[src/rtl/irqc_pkg.sv]
package irqc_pkg;

  // Capture and acknowledge behaviour of the status register
  typedef enum logic [1:0] {
    IRQC_FOLLOW = 2'd0,  // status tracks input level, not writable
    IRQC_EDGE   = 2'd1,  // rising edge latched, write 1 clears
    IRQC_STICKY = 2'd2   // high level latched, write 0 clears
  } irqc_mode_e;

  localparam int IRQC_DEFAULT_LINES = 32;

  // Register select values on the port address bit
  localparam logic ADDR_MASK   = 1'b0;
  localparam logic ADDR_STATUS = 1'b1;

endpackage

[src/rtl/irqc_mask_reg.sv]
module irqc_mask_reg #(
  parameter int N = irqc_pkg::IRQC_DEFAULT_LINES
) (
  input  logic         clk,
  input  logic         rst_n,
  input  logic         wr_en,
  input  logic [N-1:0] wdata,
  output logic [N-1:0] mask_q
);

  // Whole-word replacement; software does read-modify-write for one bit
  always_ff @(posedge clk or negedge rst_n) begin
    if (!rst_n) begin
      mask_q <= '0;
    end else if (wr_en) begin
      mask_q <= wdata;
    end
  end

endmodule

[src/rtl/irqc_capture.sv]
module irqc_capture #(
  parameter int                   N    = irqc_pkg::IRQC_DEFAULT_LINES,
  parameter irqc_pkg::irqc_mode_e MODE = irqc_pkg::IRQC_EDGE
) (
  input  logic         clk,
  input  logic         rst_n,
  input  logic [N-1:0] lines,
  input  logic         stat_wr,
  input  logic [N-1:0] wdata,
  output logic [N-1:0] set_vec,
  output logic [N-1:0] clr_vec,
  output logic [N-1:0] status_q
);

  import irqc_pkg::*;

  // Bits a status write removes, given the selected acknowledge polarity
  function automatic logic [N-1:0] clear_bits(input logic wr, input logic [N-1:0] d);
    logic [N-1:0] r;
    r = '0;
    if (wr) begin
      case (MODE)
        IRQC_EDGE:   r = d;
        IRQC_STICKY: r = ~d;
        default:     r = '0;
      endcase
    end
    return r;
  endfunction

  // Next status word: capture wins over clear
  function automatic logic [N-1:0] next_status(input logic [N-1:0] cur,
                                               input logic [N-1:0] set,
                                               input logic [N-1:0] clr);
    logic [N-1:0] r;
    if (MODE == IRQC_FOLLOW) r = set;
    else                     r = (cur & ~clr) | set;
    return r;
  endfunction

  generate
    if (MODE == IRQC_EDGE) begin : g_edge
      logic [N-1:0] prev_q;
      always_ff @(posedge clk or negedge rst_n) begin
        if (!rst_n) prev_q <= '0;
        else        prev_q <= lines;
      end
      assign set_vec = lines & ~prev_q;
    end else begin : g_level
      assign set_vec = lines;
    end
  endgenerate

  assign clr_vec = clear_bits(stat_wr, wdata);

  always_ff @(posedge clk or negedge rst_n) begin
    if (!rst_n) status_q <= '0;
    else        status_q <= next_status(status_q, set_vec, clr_vec);
  end

endmodule

[src/rtl/irqc_req.sv]
module irqc_req #(
  parameter int N = irqc_pkg::IRQC_DEFAULT_LINES
) (
  input  logic         clk,
  input  logic         rst_n,
  input  logic [N-1:0] status_q,
  input  logic [N-1:0] mask_q,
  output logic [N-1:0] pend_vec,
  output logic         cpu_irq
);

  function automatic logic any_pending(input logic [N-1:0] s, input logic [N-1:0] m);
    return |(s & m);
  endfunction

  assign pend_vec = status_q & mask_q;

  always_ff @(posedge clk or negedge rst_n) begin
    if (!rst_n) cpu_irq <= 1'b0;
    else        cpu_irq <= any_pending(status_q, mask_q);
  end

endmodule

[src/rtl/irqc_top.sv]
module irqc_top #(
  parameter int                   N    = irqc_pkg::IRQC_DEFAULT_LINES,
  parameter irqc_pkg::irqc_mode_e MODE = irqc_pkg::IRQC_EDGE
) (
  input  logic         clk,
  input  logic         rst_n,
  input  logic [N-1:0] irq_lines,
  input  logic         reg_addr,
  input  logic         reg_we,
  input  logic [N-1:0] reg_wdata,
  output logic [N-1:0] reg_rdata,
  output logic         cpu_irq
);

  import irqc_pkg::*;

  logic         mask_wr;
  logic         stat_wr;
  logic [N-1:0] mask_q;
  logic [N-1:0] status_q;
  logic [N-1:0] set_vec;
  logic [N-1:0] clr_vec;
  logic [N-1:0] pend_vec;

  assign mask_wr = reg_we && (reg_addr == ADDR_MASK);
  assign stat_wr = reg_we && (reg_addr == ADDR_STATUS);

  irqc_mask_reg #(.N(N)) u_mask (
    .clk    (clk),
    .rst_n  (rst_n),
    .wr_en  (mask_wr),
    .wdata  (reg_wdata),
    .mask_q (mask_q)
  );

  irqc_capture #(.N(N), .MODE(MODE)) u_cap (
    .clk      (clk),
    .rst_n    (rst_n),
    .lines    (irq_lines),
    .stat_wr  (stat_wr),
    .wdata    (reg_wdata),
    .set_vec  (set_vec),
    .clr_vec  (clr_vec),
    .status_q (status_q)
  );

  irqc_req #(.N(N)) u_req (
    .clk      (clk),
    .rst_n    (rst_n),
    .status_q (status_q),
    .mask_q   (mask_q),
    .pend_vec (pend_vec),
    .cpu_irq  (cpu_irq)
  );

  assign reg_rdata = (reg_addr == ADDR_STATUS) ? status_q : mask_q;

endmodule

[config.mk]
export PLATFORM = sky130hd
export DESIGN_NAME = irqc_top
export DESIGN_NICKNAME = d
export VERILOG_FILES = /design/src/rtl/irqc_pkg.sv /design/src/rtl/irqc_mask_reg.sv /design/src/rtl/irqc_capture.sv /design/src/rtl/irqc_req.sv /design/src/rtl/irqc_top.sv
export SDC_FILE = /design/constraint.sdc
export NUM_CORES = 1
export LEC_CHECK = 0
export ABC_AREA = 1
export CORE_MARGIN = 2
export CORE_UTILIZATION = 53
export DETAILED_ROUTE_END_ITERATION = 10
export GPL_TIMING_DRIVEN = 0
export PLACE_DENSITY = 0.85
export SLEW_MARGIN = 20
export SYNTH_ARGS = -nofsm -noshare
export SYNTH_HDL_FRONTEND = slang
export SYNTH_SLANG_ARGS = --single-unit
[constraint.sdc]
create_clock -name clk -period 1.64 [get_ports clk]
set_input_delay 0.164 -clock clk [delete_from_list [all_inputs] [get_ports clk]]
set_output_delay 0.164 -clock clk [all_outputs]
set_load 0.05 [all_outputs]
==> results of run 1 <==
## sequential cells by signal (all words and copies together) (netlist names)
name / flops
u_mask.mask_q: 32
u_cap.status_q: 32
u_cap.g_edge.prev_q: 32
u_req.cpu_irq: 1
## stage by stage
step | util [%] | area (um^2) | power [mW] | instances
floorplan | - | 4106 | 3.629 | 467
global placement | 68.68 | 5225 | 4.160 | 668
detailed placement | 69.06 | 5254 | 4.212 | 669
CTS | 71.12 | 5410 | 5.633 | 686
global route | 71.23 | 5419 | 5.887 | 686
finish | 71.23 | 5419 | 5.613 | 686
## cell families (layout without fill, tap and decap cells)
| logic type | Yosys count | after routing | synth area share (%) |
|---|---|---|---|
| AO/OA/AOI/OAI | 96 | 96 | 13.53 |
| buffers and inverters | 81 | 198 | 9.476 |
| flip-flops | 97 | 97 | 59.11 |
| AND/OR/NAND/NOR | 193 | 193 | 17.89 |
## cell type report
| class | count | area share [%] |
|---|---|---|
| tap | 102 | 2.355 |
| multi-input combinational | 289 | 23.81 |
| inverter | 65 | 4.549 |
| clock inverter | 5 | 1.039 |
| timing repair buffer | 101 | 18.40 |
| clock buffer | 11 | 2.424 |
| sequential | 97 | 44.79 |
| buffer | 16 | 2.632 |
## power groups by stage
stage	registers (mW)	logic [mW]	clock network (mW)
CTS	2.77	1.33	1.53
finish	2.77	1.32	1.52
detailed placement	2.82	1.39	0
global placement	2.80	1.36	0
floorplan	2.78	0.853	0
global route	2.80	1.44	1.64
## worst paths after layout
| kind | from | to | slack, ps |
|---|---|---|---|
| setup / recovery | u_mask.mask_q[1] | reg_rdata[1] | 30 |
| hold / removal | reg_addr | u_cap.status_q[31] | 250 |
| setup reg to reg | u_cap.status_q[26] | u_req.cpu_irq | 570 |
| hold reg to reg | u_cap.g_edge.prev_q[15] | u_cap.status_q[15] | 420 |
| max in group asynchronous | rst_n | u_cap.status_q[0] | 760 |
| min in group asynchronous | rst_n | u_cap.status_q[26] | 280 |
## layer usage
metal	up-vias	global-route usage (%)	wire length (um)
li1	1664	-	-
met1	1606	31.80	4054
met2	95	40.01	4825
met3	13	4.108	401
met4	0	6.965	97
met5	-	0	0
## cells in the mapped netlist
master   instances
nor2_1          10
nand2_2          1
nand2_1        181
inv_4            1
o21ai_2         20
buf_2            6
buf_6           10
dfrtp_1         97
o21ai_0         33
inv_1           64
o21ai_1         43
nand2_4          1
## what timing repair did
action                                  CTS  global route
hold buffers                              1             0
buffers inserted                          0             0
resized for setup                        33            12
pin swaps                                 0             0
endpoints found under the hold margin    43             0
endpoints found under the setup margin   33            11
## worst max-delay path, cell delays in order, from the launching register on
cell and delay (ps):
dfrtp_1 380, nand2_1 70, nand2_1 110, dlygate4sd2_1 540
## cell usage in the layout, fill, tap and decap left out
cell type	n
nand2_4	1
nor2_1	10
clkbuf_8	9
bufinv_16	1
dlygate4sd2_1	22
o21ai_0	33
o21ai_1	43
clkdlybuf4s15_1	10
clkbuf_2	1
clkinv_4	1
o21ai_2	20
clkinvlp_4	1
nand2_1	181
clkdlybuf4s50_1	65
dfrtp_1	97
inv_1	64
inv_4	1
buf_16	1
dlygate4sd3_1	1
clkbuf_1	2
buf_6	11
clkinv_2	2
buf_2	6
nand2_2	1
==> qor.txt, run 1 <==
status - completed
Synth Warn # - 0
total count of hold-check failures in the final report - 0
synthesis-to-layout area growth - 31.96%
vias in the first global route - 3,300
DIE HEIGHT - 92.02 um
Detailed Routing Iterations Pass 1 - 5
Max Clock Skew - 8.736 ps
Worst Reg-to-Reg Cells - 6
Routed WL - 9378 um
final worst slack - 26.68 ps
antenna viol nets, final - 0
maximum clock insertion buffer count - 2
Slew HR - 65.57%
DR DRC count - 0
Mapped Cells - 467
Hold Slack - 252.2 ps
Setup CP Type - reg2out
Rows - 32
CP Capture Type - primary output
NetSw - 1.808 mW
Final min period - 1613 ps
NumNets Final - 647
Max IR drop VDD - 544.6 uV
pre-CTS WS - -117.9 ps
Clock power frac - 27.1%
data arrival time of the worst path - 1450 ps
CTS Root Cell - clkbuf_8
Mapped Area - 4106 um^2
Die Span X - 92.02 um
initial antenna violation count - 0
synth unique cells - 12
layout cell share with drive strength beyond 1 - 9.589%
Max Slew Vio Count - 0
Net Sw Frac - 32.21%
Sink Count - 97
P_leak - 2.755 nW
Max Cap Viol - 0
gp weighted congestion - 0.8112
Vias/cell - 4.924
Seq/Total Area, Yosys - 59.11%
Reg clk slew, reported paths - 90 ps
FILL cells - 585
Comb pwr share - 23.5%
Hold Path Cell Cnt - 4
Sequential Power Share - 49.4%
Peak Freq - 0.6198 GHz
CTS tree - done
CP max FO - 3
setup TNS - 0 ps
Area contributors post-synth - dfrtp_1 59%, nand2_1 17%, inv_1 5.9%, o21ai_1 5.2%, o21ai_2 4.3%
Initial Util - 53.98%
Iter 0 DRT Violations - 152
Detail Placement HPWL - 6832 um
Core Region - 7607 um^2
Yosys reg bits - 97
Total Die Area - 8468 um^2
syn avg cell area - 8.793 um^2
Tcrit/Tclk final - 98.37%
WL per Instance - 13.67 um
setup violators final - 0
Int Pwr - 3.805 mW
RSZ-0062 raised after global routing - false
gr usage total - 23.72%
IO Pins - 101
syn nets - 535
PwrDens - 1036 nW/um^2
H-tree levels - 3
register area - 2427 um^2
Worst Max-Slew Pin Slew - 518.6 ps
global route overflow - 0
largest net degree at the start of global routing - 55
Yosys top cell area share - 59.11%
CP startpoint kind - register
via count - 3,378
Data required, critical path - 1480 ps
class of the worst hold path - in2reg
number of port buffers - 99
cell taking the most area after synthesis - dfrtp_1
first-pass GRT wire length - 15,560 um
area of the multi-input gates - 1290 um^2
Antenna Cells - 0
total CTS buffers - 9
worst skew pair latency - 360 ps
Note: power is estimated with default switching activity, not from simulation.
==> run 2, diff against run 1 <==
--- a/config.mk
+++ b/config.mk
@@ -11,6 +11,7 @@
 export DETAILED_ROUTE_END_ITERATION = 10
 export GPL_TIMING_DRIVEN = 0
 export PLACE_DENSITY = 0.85
+export SKIP_LAST_GASP = 1
 export SLEW_MARGIN = 20
 export SYNTH_ARGS = -nofsm -noshare
 export SYNTH_HDL_FRONTEND = slang
==> run 2 against run 1 <==
Net effect: via count rose by 0.24%; power is essentially flat; maximum frequency about the same; clock skew is 0.88 ps higher; utilization rose by 0.066 points; cell count is the same; combinational power is essentially flat; sequential share of layout area about the same; critical path depth unchanged; worst hold slack worse by 0.62 ps; clock power about the same; setup slack got worse by 1.3 ps; largest power group unchanged.
==> qor.txt, run 2 (synthesis gave the netlist of run 1 again) <==
H-tree levels - 3
status - completed
Slew HR - 65.58%
Tcrit/Tclk final - 98.45%
Hold Path Cell Cnt - 4
hold path startpoint - reg_addr
number of port buffers - 99
cell family with most CP delay - buffers and inverters
IO Pins - 101
Sink Count - 97
DIE HEIGHT - 92.02 um
Setup CP Type - reg2out
commonest non-fill, non-tap cell in the layout - nand2_1
Core Region - 7607 um^2
placed cell count - 669
gp weighted congestion - 0.8112
PwrDens - 1035 nW/um^2
Rows - 32
CP startpoint kind - register
Routed WL - 9406 um
vias in the first global route - 3,300
Antenna Cells - 0
Max IR drop VDD - 545.3 uV
Hold Slack - 251.6 ps
maximum clock insertion buffer count - 2
number of setup buffers added after CTS - 0
worst path cell trace - nand2_1, nand2_1, dlygate4sd2_1
class of the worst hold path - in2reg
setup violators final - 0
worst r2r src - u_cap.status_q[26]
gr usage total - 23.72%
Initial Util - 53.98%
CTS Root Cell - clkbuf_8
CP max FO - 3
CTS tree - done
fin cells - 686
Data required, critical path - 1480 ps
most frequent cells in the layout - 181 x nand2_1, 97 x dfrtp_1, 65 x clkdlybuf4s50_1, 64 x inv_1, 43 x o21ai_1
Final min period - 1615 ps
Vias/cell - 4.936
Max Clock Skew - 9.611 ps
R2R Path End - u_req.cpu_irq
initial antenna violation count - 0
Total Die Area - 8468 um^2
largest net degree at the start of global routing - 55
first-pass GRT wire length - 15,560 um
Die Span X - 92.02 um
via count - 3,386
global route overflow - 0
FILL cells - 584
R2R setup slack - 580 ps
Reg clk slew, reported paths - 90 ps
data arrival time of the worst path - 1450 ps
total CTS buffers - 9
worst skew pair latency - 360 ps
Detailed Routing Iterations Pass 1 - 4
total count of hold-check failures in the final report - 0
Worst Max-Slew Pin Slew - 518.3 ps
layout cell share with drive strength beyond 1 - 9.418%
Buf+Inv Stages, Crit Path - 1
Max Slew Vio Count - 0
slowest library cell on the worst path - dlygate4sd2_1
synthesis-to-layout area growth - 32.08%
worst hold path endpoint - u_cap.status_q[31]
Max Cap Viol - 0
NumNets Final - 647
Largest regs - u_cap.g_edge.prev_q (32), u_cap.status_q (32), u_mask.mask_q (32)
Detail Placement HPWL - 6832 um
Iter 0 DRT Violations - 157
antenna viol nets, final - 0
Worst Reg-to-Reg Cells - 6
WL per Instance - 13.71 um
most used cell, CP - nand2_1
DR DRC count - 0
Peak Freq - 0.6193 GHz
CP Capture Type - primary output
P_leak - 2.755 nW
RSZ-0062 raised after global routing - true
final design utilization - 71.30%
crit-path max cell delay - 540 ps
-- run 2: cell count changes in the layout (fill, tap and decap cells not counted) --
cell             change
clkbuf_2             -1
clkdlybuf4s15_1      +1
-- run 2: how the worst max path moves through the flow --
stage,slack (ps),startpoint,end,cells past startpoint
global route,-1,u_mask.mask_q[5],reg_rdata[5],3
finish,30,u_mask.mask_q[1],reg_rdata[1],3
CTS,30,u_mask.mask_q[1],reg_rdata[1],3
floorplan,560,reg_addr,reg_rdata[10],5
detailed placement,-120,reg_addr,reg_rdata[12],6
global placement,-3030,rst_n,u_cap.g_edge.prev_q[18],1
-- run 2: worst min-delay path, cell delays in order --
cell     delay (ps)
buf_6           120
nand2_2         120
o21ai_0          90
o21ai_0          70
-- run 2: through the flow --
step                area [um^2]  power (mW)  setup TNS, ps  setup slack (ps)
finish                     5424       5.614              0             25.40
global route               5424       5.889         -1.023            -1.023
CTS                        5410       5.633              0             29.06
detailed placement         5254       4.212          -2201            -117.9
global placement           5225       4.160        -295280             -3027
floorplan                  4106       3.629              0             564.2
-- run 2: metal layers --
layer  track usage (%)  vias to the layer above  share of wire, %
li1                  -                     1666                 -
met1             31.80                     1614                44
met2             40.01                       93                51
met3             4.108                       13               4.2
met4             6.965                        0               1.0
met5                 0                        -                 0
-- run 2: report_power, final --
group	switching [mW]	internal [mW]	total, mW
registers	0.156	2.62	2.77
clock network	0.813	0.705	1.52
logic	0.839	0.484	1.32
total	1.81	3.81	5.61
-- run 2: cell type report --
type / count / area [um^2] / share of cell area, %
clock buffer: 11 / 131.4 / 2.422
inverter: 65 / 246.5 / 4.544
timing repair buffer: 101 / 1002 / 18.48
multi-input combinational: 289 / 1290 / 23.78
sequential: 97 / 2427 / 44.75
buffer: 16 / 142.6 / 2.630
clock inverter: 5 / 56.30 / 1.038
tap: 102 / 127.6 / 2.353
-- run 2: timing repair --
action,CTS,global route
hold buffers,1,0
setup endpoints to repair,33,11
gates resized for setup,33,11
endpoints found under the hold margin,43,0
